===== config.mk =====
export PLATFORM = sky130hd
export DESIGN_NAME = dsc_counter
export DESIGN_NICKNAME = d
export VERILOG_FILES = /design/src/rtl/dsc_pkg.sv /design/src/rtl/dsc_strobe_sync.sv /design/src/rtl/dsc_step.sv /design/src/rtl/dsc_term.sv /design/src/rtl/dsc_counter.sv
export SDC_FILE = /design/constraint.sdc
export NUM_CORES = 1
export LEC_CHECK = 0
export CAP_MARGIN = 40
export CORE_MARGIN = 2
export CORE_UTILIZATION = 25
export DETAILED_ROUTE_END_ITERATION = 6
export SYNTH_ARGS = -nofsm -noshare
export SYNTH_HDL_FRONTEND = slang
export SYNTH_HIERARCHICAL = 1
export SYNTH_SLANG_ARGS = --single-unit

===== constraint.sdc =====
create_clock -name clk -period 2.7 [get_ports clk]
set_clock_uncertainty 0.1 [all_clocks]
set_input_delay 0.27 -clock clk [delete_from_list [all_inputs] [get_ports clk]]
set_output_delay 0.27 -clock clk [all_outputs]
set_load 0.1 [all_outputs]

===== src/rtl/dsc_pkg.sv =====
package dsc_pkg;
   typedef enum logic [1:0] {
      DSC_HOLD = 2'd0,
      DSC_INC  = 2'd1,
      DSC_DEC  = 2'd2
   } dsc_op_e;
endpackage


===== src/rtl/dsc_strobe_sync.sv =====
module dsc_strobe_sync #(
   parameter int unsigned STAGES = 2
) (
   input  logic clk,
   input  logic rst_n,
   input  logic strobe,
   output logic level,
   output logic rise
);
   if (STAGES < 2) begin : g_bad_stages
      $error("dsc_strobe_sync: STAGES must be at least 2");
   end

   logic [STAGES-1:0] chain_q;
   logic              prev_q;

   for (genvar i = 0; i < STAGES; i++) begin : g_stage
      if (i == 0) begin : g_first
         always_ff @(posedge clk or negedge rst_n) begin
            if (!rst_n) chain_q[0] <= 1'b1;
            else        chain_q[0] <= strobe;
         end
      end else begin : g_next
         always_ff @(posedge clk or negedge rst_n) begin
            if (!rst_n) chain_q[i] <= 1'b1;
            else        chain_q[i] <= chain_q[i-1];
         end
      end
   end

   always_ff @(posedge clk or negedge rst_n) begin
      if (!rst_n) prev_q <= 1'b1;
      else        prev_q <= chain_q[STAGES-1];
   end

   assign level = chain_q[STAGES-1];
   assign rise  = chain_q[STAGES-1] & ~prev_q;
endmodule


===== src/rtl/dsc_step.sv =====
module dsc_step
   import dsc_pkg::*;
#(
   parameter int unsigned CNT_W    = 4,
   parameter bit          BCD_MODE = 1'b1
) (
   input  logic [CNT_W-1:0] cur,
   input  dsc_op_e          op,
   output logic [CNT_W-1:0] nxt
);
   localparam logic [CNT_W-1:0] DEC_TOP = CNT_W'(9);

   if (BCD_MODE) begin : g_decimal
      always_comb begin
         unique case (op)
            DSC_INC: nxt = (cur >= DEC_TOP) ? '0 : cur + 1'b1;
            DSC_DEC: nxt = (cur == '0) ? DEC_TOP : cur - 1'b1;
            default: nxt = cur;
         endcase
      end
   end else begin : g_binary
      always_comb begin
         unique case (op)
            DSC_INC: nxt = cur + 1'b1;
            DSC_DEC: nxt = cur - 1'b1;
            default: nxt = cur;
         endcase
      end
   end
endmodule


===== src/rtl/dsc_term.sv =====
module dsc_term #(
   parameter int unsigned      CNT_W   = 4,
   parameter logic [CNT_W-1:0] TOP_VAL = '1
) (
   input  logic [CNT_W-1:0] count,
   input  logic             up_lvl,
   input  logic             dn_lvl,
   output logic             carry_n,
   output logic             borrow_n
);
   assign carry_n  = ~((count == TOP_VAL) & ~up_lvl);
   assign borrow_n = ~((count == '0) & ~dn_lvl);
endmodule


===== src/rtl/dsc_counter.sv =====
module dsc_counter
   import dsc_pkg::*;
#(
   parameter int unsigned CNT_W       = 4,
   parameter bit          BCD_MODE    = 1'b1,
   parameter int unsigned SYNC_STAGES = 2
) (
   input  logic             clk,
   input  logic             rst_n,
   input  logic             up_strobe,
   input  logic             down_strobe,
   input  logic             load_n,
   input  logic             clear,
   input  logic [CNT_W-1:0] preset,
   output logic [CNT_W-1:0] count,
   output logic             carry_n,
   output logic             borrow_n
);
   localparam int unsigned      MODULUS = BCD_MODE ? 10 : (1 << CNT_W);
   localparam logic [CNT_W-1:0] TOP_VAL = CNT_W'(MODULUS - 1);

   if (BCD_MODE && CNT_W < 4) begin : g_bad_width
      $error("dsc_counter: decimal mode needs CNT_W >= 4");
   end

   logic    up_lvl, up_rise, dn_lvl, dn_rise;
   dsc_op_e op;
   logic [CNT_W-1:0] count_q, step_val;

   dsc_strobe_sync #(.STAGES(SYNC_STAGES)) u_up_sync (
      .clk(clk), .rst_n(rst_n), .strobe(up_strobe), .level(up_lvl), .rise(up_rise));
   dsc_strobe_sync #(.STAGES(SYNC_STAGES)) u_dn_sync (
      .clk(clk), .rst_n(rst_n), .strobe(down_strobe), .level(dn_lvl), .rise(dn_rise));

   // a step is taken only when one strobe rises alone and the other rests high
   always_comb begin
      op = DSC_HOLD;
      if (up_rise && !dn_rise && dn_lvl)      op = DSC_INC;
      else if (dn_rise && !up_rise && up_lvl) op = DSC_DEC;
   end

   dsc_step #(.CNT_W(CNT_W), .BCD_MODE(BCD_MODE)) u_step (
      .cur(count_q), .op(op), .nxt(step_val));

   always_ff @(posedge clk or negedge rst_n) begin
      if (!rst_n)           count_q <= '0;
      else if (clear)       count_q <= '0;
      else if (!load_n)     count_q <= preset;
      else if (op != DSC_HOLD) count_q <= step_val;
   end

   dsc_term #(.CNT_W(CNT_W), .TOP_VAL(TOP_VAL)) u_term (
      .count(count_q), .up_lvl(up_lvl), .dn_lvl(dn_lvl),
      .carry_n(carry_n), .borrow_n(borrow_n));

   assign count = count_q;

   assert_clear_zero_R4: assert property (@(posedge clk) disable iff (!rst_n)
      clear |=> (count_q == '0));
   assert_load_value_R5: assert property (@(posedge clk) disable iff (!rst_n)
      (!clear && !load_n) |=> (count_q == $past(preset)));
   assert_idle_hold_R8: assert property (@(posedge clk) disable iff (!rst_n)
      (!clear && load_n && !up_rise && !dn_rise) |=> $stable(count_q));
   assert_dual_edge_R10: assert property (@(posedge clk) disable iff (!rst_n)
      (!clear && load_n && up_rise && dn_rise) |=> $stable(count_q));
   assert_up_ignored_R11: assert property (@(posedge clk) disable iff (!rst_n)
      (!clear && load_n && up_rise && !dn_lvl) |=> $stable(count_q));
   assert_up_moves_R1: assert property (@(posedge clk) disable iff (!rst_n)
      (!clear && load_n && up_rise && !dn_rise && dn_lvl) |=> (count_q != $past(count_q)));
   assert_dn_moves_R2: assert property (@(posedge clk) disable iff (!rst_n)
      (!clear && load_n && dn_rise && !up_rise && up_lvl) |=> (count_q != $past(count_q)));
   assert_carry_max_R6: assert property (@(posedge clk) disable iff (!rst_n)
      !carry_n |-> (count_q == TOP_VAL && !up_lvl));
   assert_borrow_zero_R7: assert property (@(posedge clk) disable iff (!rst_n)
      !borrow_n |-> (count_q == '0 && !dn_lvl));
endmodule


==> results of run 1 <==
[routing by layer]
metal  vias up  track usage  share of wire
met5         -            0              0
met3         0       0.0396          0.058
met4         0      0.00974              0
met1       259        0.118           0.51
met2        14        0.148           0.43
li1        285            -              -
[cells by family after synthesis]
kind of cell             synth area share
XOR/XNOR                           0.0117
multiplexers                        0.134
AO/OA/AOI/OAI                       0.161
adder cells (fa/ha/maj)             0.101
flip-flops                          0.346
buffers and inverters              0.0386
AND/OR/NAND/NOR                     0.208
[power groups by stage]
stage / clock network [mW] / logic (mW) / registers (mW)
after global placement: 0 / 0.189 / 0.185
after floorplan: 0 / 0.0972 / 0.226
after detailed placement: 0 / 0.189 / 0.184
final: 0.131 / 0.189 / 0.181
after global routing: 0.145 / 0.202 / 0.184
after CTS: 0.136 / 0.190 / 0.182
[flip-flops by register name, indices dropped and copies added (netlist names)]
| register | cells |
|---|---|
| u_dn_sync/chain_q | 1 |
| u_up_sync/prev_q | 1 |
| count | 4 |
| u_dn_sync/prev_q | 1 |
| u_dn_sync/level | 1 |
| u_up_sync/level | 1 |
| u_up_sync/chain_q | 1 |
[final timing paths]
| path | cells past startpoint | from | end | slack (ns) |
|---|---|---|---|---|
| worst max-delay path | 10 | u_up_sync/level | count[3] | 0.27 |
| worst min-delay path | 1 | rst_n | count[2] | 0.20 |
| worst max register to register | 10 | u_up_sync/level | count[3] | 0.27 |
| worst min register to register | 0 | u_dn_sync/chain_q[0] | u_dn_sync/level | 0.26 |
| max in group asynchronous | 1 | rst_n | u_up_sync/level | 1.98 |
| min in group clk | 0 | u_dn_sync/chain_q[0] | u_dn_sync/level | 0.26 |
[area by class of cell]
| class | count | area (sq um) |
|---|---|---|
| Inverter | 5 | 18.8 |
| Tap cell | 31 | 38.8 |
| Clock buffer | 4 | 36.3 |
| Sequential cell | 10 | 260 |
| Multi-Input combinational cell | 52 | 459 |
| Fill cell | 294 | 1850 |
| Timing Repair Buffer | 16 | 143 |
[synth_stat cells, drive strengths merged, types with 2 or more instances]
cell / number
ha: 6
a21boi: 2
nand2: 4
nor2: 5
mux2i: 4
mux2: 4
nor2b: 4
a21oi: 4
dfstp: 6
nor3b: 3
inv: 5
nor3: 2
o31ai: 3
dfrtp: 4
[critical path: cells and delay by family, from the launching register on]
| family | cells | cell delay [ns] |
|---|---|---|
| muxes | 2 | 0.38 |
| buffers and inverters | 1 | 0.04 |
| DFF | 1 | 0.55 |
| AOI/OAI and AO/OA | 3 | 0.47 |
| adders and majority gates | 1 | 0.38 |
| and+or+nand+nor | 3 | 0.40 |
[through the flow]
stage	hold WS, ns	area [sq um]	utilization	worst slack, ns	instances
2_1_floorplan	-0.126	748	-	0.0252	69
3_3_place_gp	0.247	920	0.328	0.341	114
3_5_place_dp	0.247	920	0.328	0.291	114
4_1_cts	0.202	956	0.341	0.274	118
5_1_grt	0.233	956	0.341	0.104	118
6_report	0.199	956	0.341	0.272	118
==> results by group, run 1 <==
Power
  • Worst vdd ir: 0.339 mV
  • Internal power: 318 uW
  • Fraction of power consumed by combinational cells: 0.377
  • NetSw: ~180 uW
  • Clock group share of total power: 0.262
  • Leak pwr: 0.425 nW
  • Sequential group share of total power: 0.362
  • Pwr dens: 524 nW/um^2
  • Switching share of power: 0.366
  • Total chip power: 501 uW

Global route
  • Global-route wire length before repair: 2420 um
  • Sum of overflow across all layers after global routing: 0
  • Maximum number of pins on one net before global-route repair: 11
  • Number of global-route vias before repair: ~560
  • Overall global routing resource usage: 0.0916
  • Number of antenna violations at the first check in global routing: 0

Clocking
  • Clock network latency to the later pin of the worst-skew pair: 0.26 ns
  • Total CTS buffers: 3
  • Number of hold-repair buffers added at the cts stage: 0
  • Cell chosen for the clock root: sky130_fd_sc_hd__clkbuf_4
  • Setup repair bufs after CTS: 0
  • CTS tree: built
  • CTS clock-pin slew for the worst setup and hold paths: 0.07 ns
  • Total clock sinks: 10
  • Worst-case clock buffer depth: 2
  • H-tree level count: 1
  • # resized after CTS: 0

Final layout
  • Count of nets after finishing: 104
  • Count of antenna diodes in the layout: 0
  • Proportion of layout cells with a drive suffix above 1: 0.391
  • Most frequent cells in the layout: sky130_fd_sc_hd__clkdlybuf4s50_1 (9), sky130_fd_sc_hd__buf_4 (7), sky130_fd_sc_hd__dfstp_2 (6), sky130_fd_sc_hd__ha_1 (6)
  • Most common cell after layout, fill and taps aside: sky130_fd_sc_hd__clkdlybuf4s50_1
  • Layout overhead on the synthesized area: 28.2%

Drt
  • Detailed Routing Iterations Pass 1: 3
  • Violation count after the first detailed-routing iteration: 4
  • Post-detailed-route count of antenna-violating nets: 0
  • Via-per-instance ratio: 4.73
  • Vias: ~560
  • Sum of routed wire length over all layers: 1440 um
  • Wire per inst: between 10 and 15 um
  • # DRC: 0

Critical path
  • Critical path cell sequence: nor2b_4, and3_2, inv_1, ha_1, a21oi_1, a21boi_2, a21oi_2, mux2i_1, nor2_1, mux2_4
  • Path type of the worst setup path: flip-flop to flip-flop
  • CP Data Arrival Time: 2.48 ns
  • WP data required: 2.75 ns
  • Maximum fanout encountered on the critical timing path: 8
  • Crit path capture type: flip-flop
  • Critical path launch point type: flip-flop
  • Critical path's slowest cell: sky130_fd_sc_hd__dfstp_2
  • Slowest cell delay on critical path: 0.55 ns

Synth
  • Biggest area contributors in the synthesized netlist: sky130_fd_sc_hd__dfstp_2 (21%), sky130_fd_sc_hd__dfrtp_1 (13%), sky130_fd_sc_hd__ha_1 (10%)
  • Main synth FF type: sky130_fd_sc_hd__dfstp_2
  • Count of distinct cell types in the synthesized netlist: 30
  • Top cell type's share of synthesized area: 0.211
  • Number of enable flip-flop cells after synthesis: 0
  • Synth Register Bits: 10
  • Gate count after technology mapping: 69
  • Synth async-reset ratio: 1.00
  • Sequential cell area fraction in the yosys report: 0.346
  • Yosys warns: 6
  • Combined area of all synthesized cells: about 750 sq um
  • Mapped Nets: between 80 and 90
  • Post-synth top area cell: sky130_fd_sc_hd__dfstp_2
  • Synthesized area per cell: 10.8 sq um

Timing
  • Count of final hold-check violations: 0
  • Slew at the pin closest to its max-slew limit: 0.405 ns
  • Number of setup violations in the final report: 0
  • Unrepaired setup endpoints after global routing: false
  • Max-slew violation count: 0
  • Fmax achieved: approximately 410 MHz
  • Max-Slew Margin vs Limit: 0.729
  • Minimum clock period: 2.43 ns
  • Setup TNS: 0 ns
  • Final critical-path share of the clock period: 0.899

Place
  • Count of input and output buffers: 15
  • Routability congestion estimate: 0.816
  • Post-detailed-placement half-perimeter wirelength: 1080 um

Die
  • X dimension of the die: 58.6 um
  • IO Pins: 16
  • Overall die area: 3440 sq um
  • Core box area: approximately 2800 sq um
  • Vertical die dimension: between 50 and 60 um
  • FP Rows: 19
  • Initial standard-cell utilization of the core: 0.266

Flow run
  • Max cap viols: 0

Run status
  • Result of the run: complete, no violations

Min path
  • Class of the tightest hold or removal check: input port to asynchronous set/reset pin
No activity file was read; power rests on OpenSTA's default activity.
==> run 2: changes to the inputs <==
--- a/config.mk
+++ b/config.mk
@@ -9,6 +9,7 @@
 export CORE_MARGIN = 2
 export CORE_UTILIZATION = 25
 export DETAILED_ROUTE_END_ITERATION = 6
+export SLEW_MARGIN = 40
 export SYNTH_ARGS = -nofsm -noshare
 export SYNTH_HDL_FRONTEND = slang
 export SYNTH_HIERARCHICAL = 1
==> results of run 2 <==
Same layout as run 1: the final DEF is identical, and so are final timing and power.
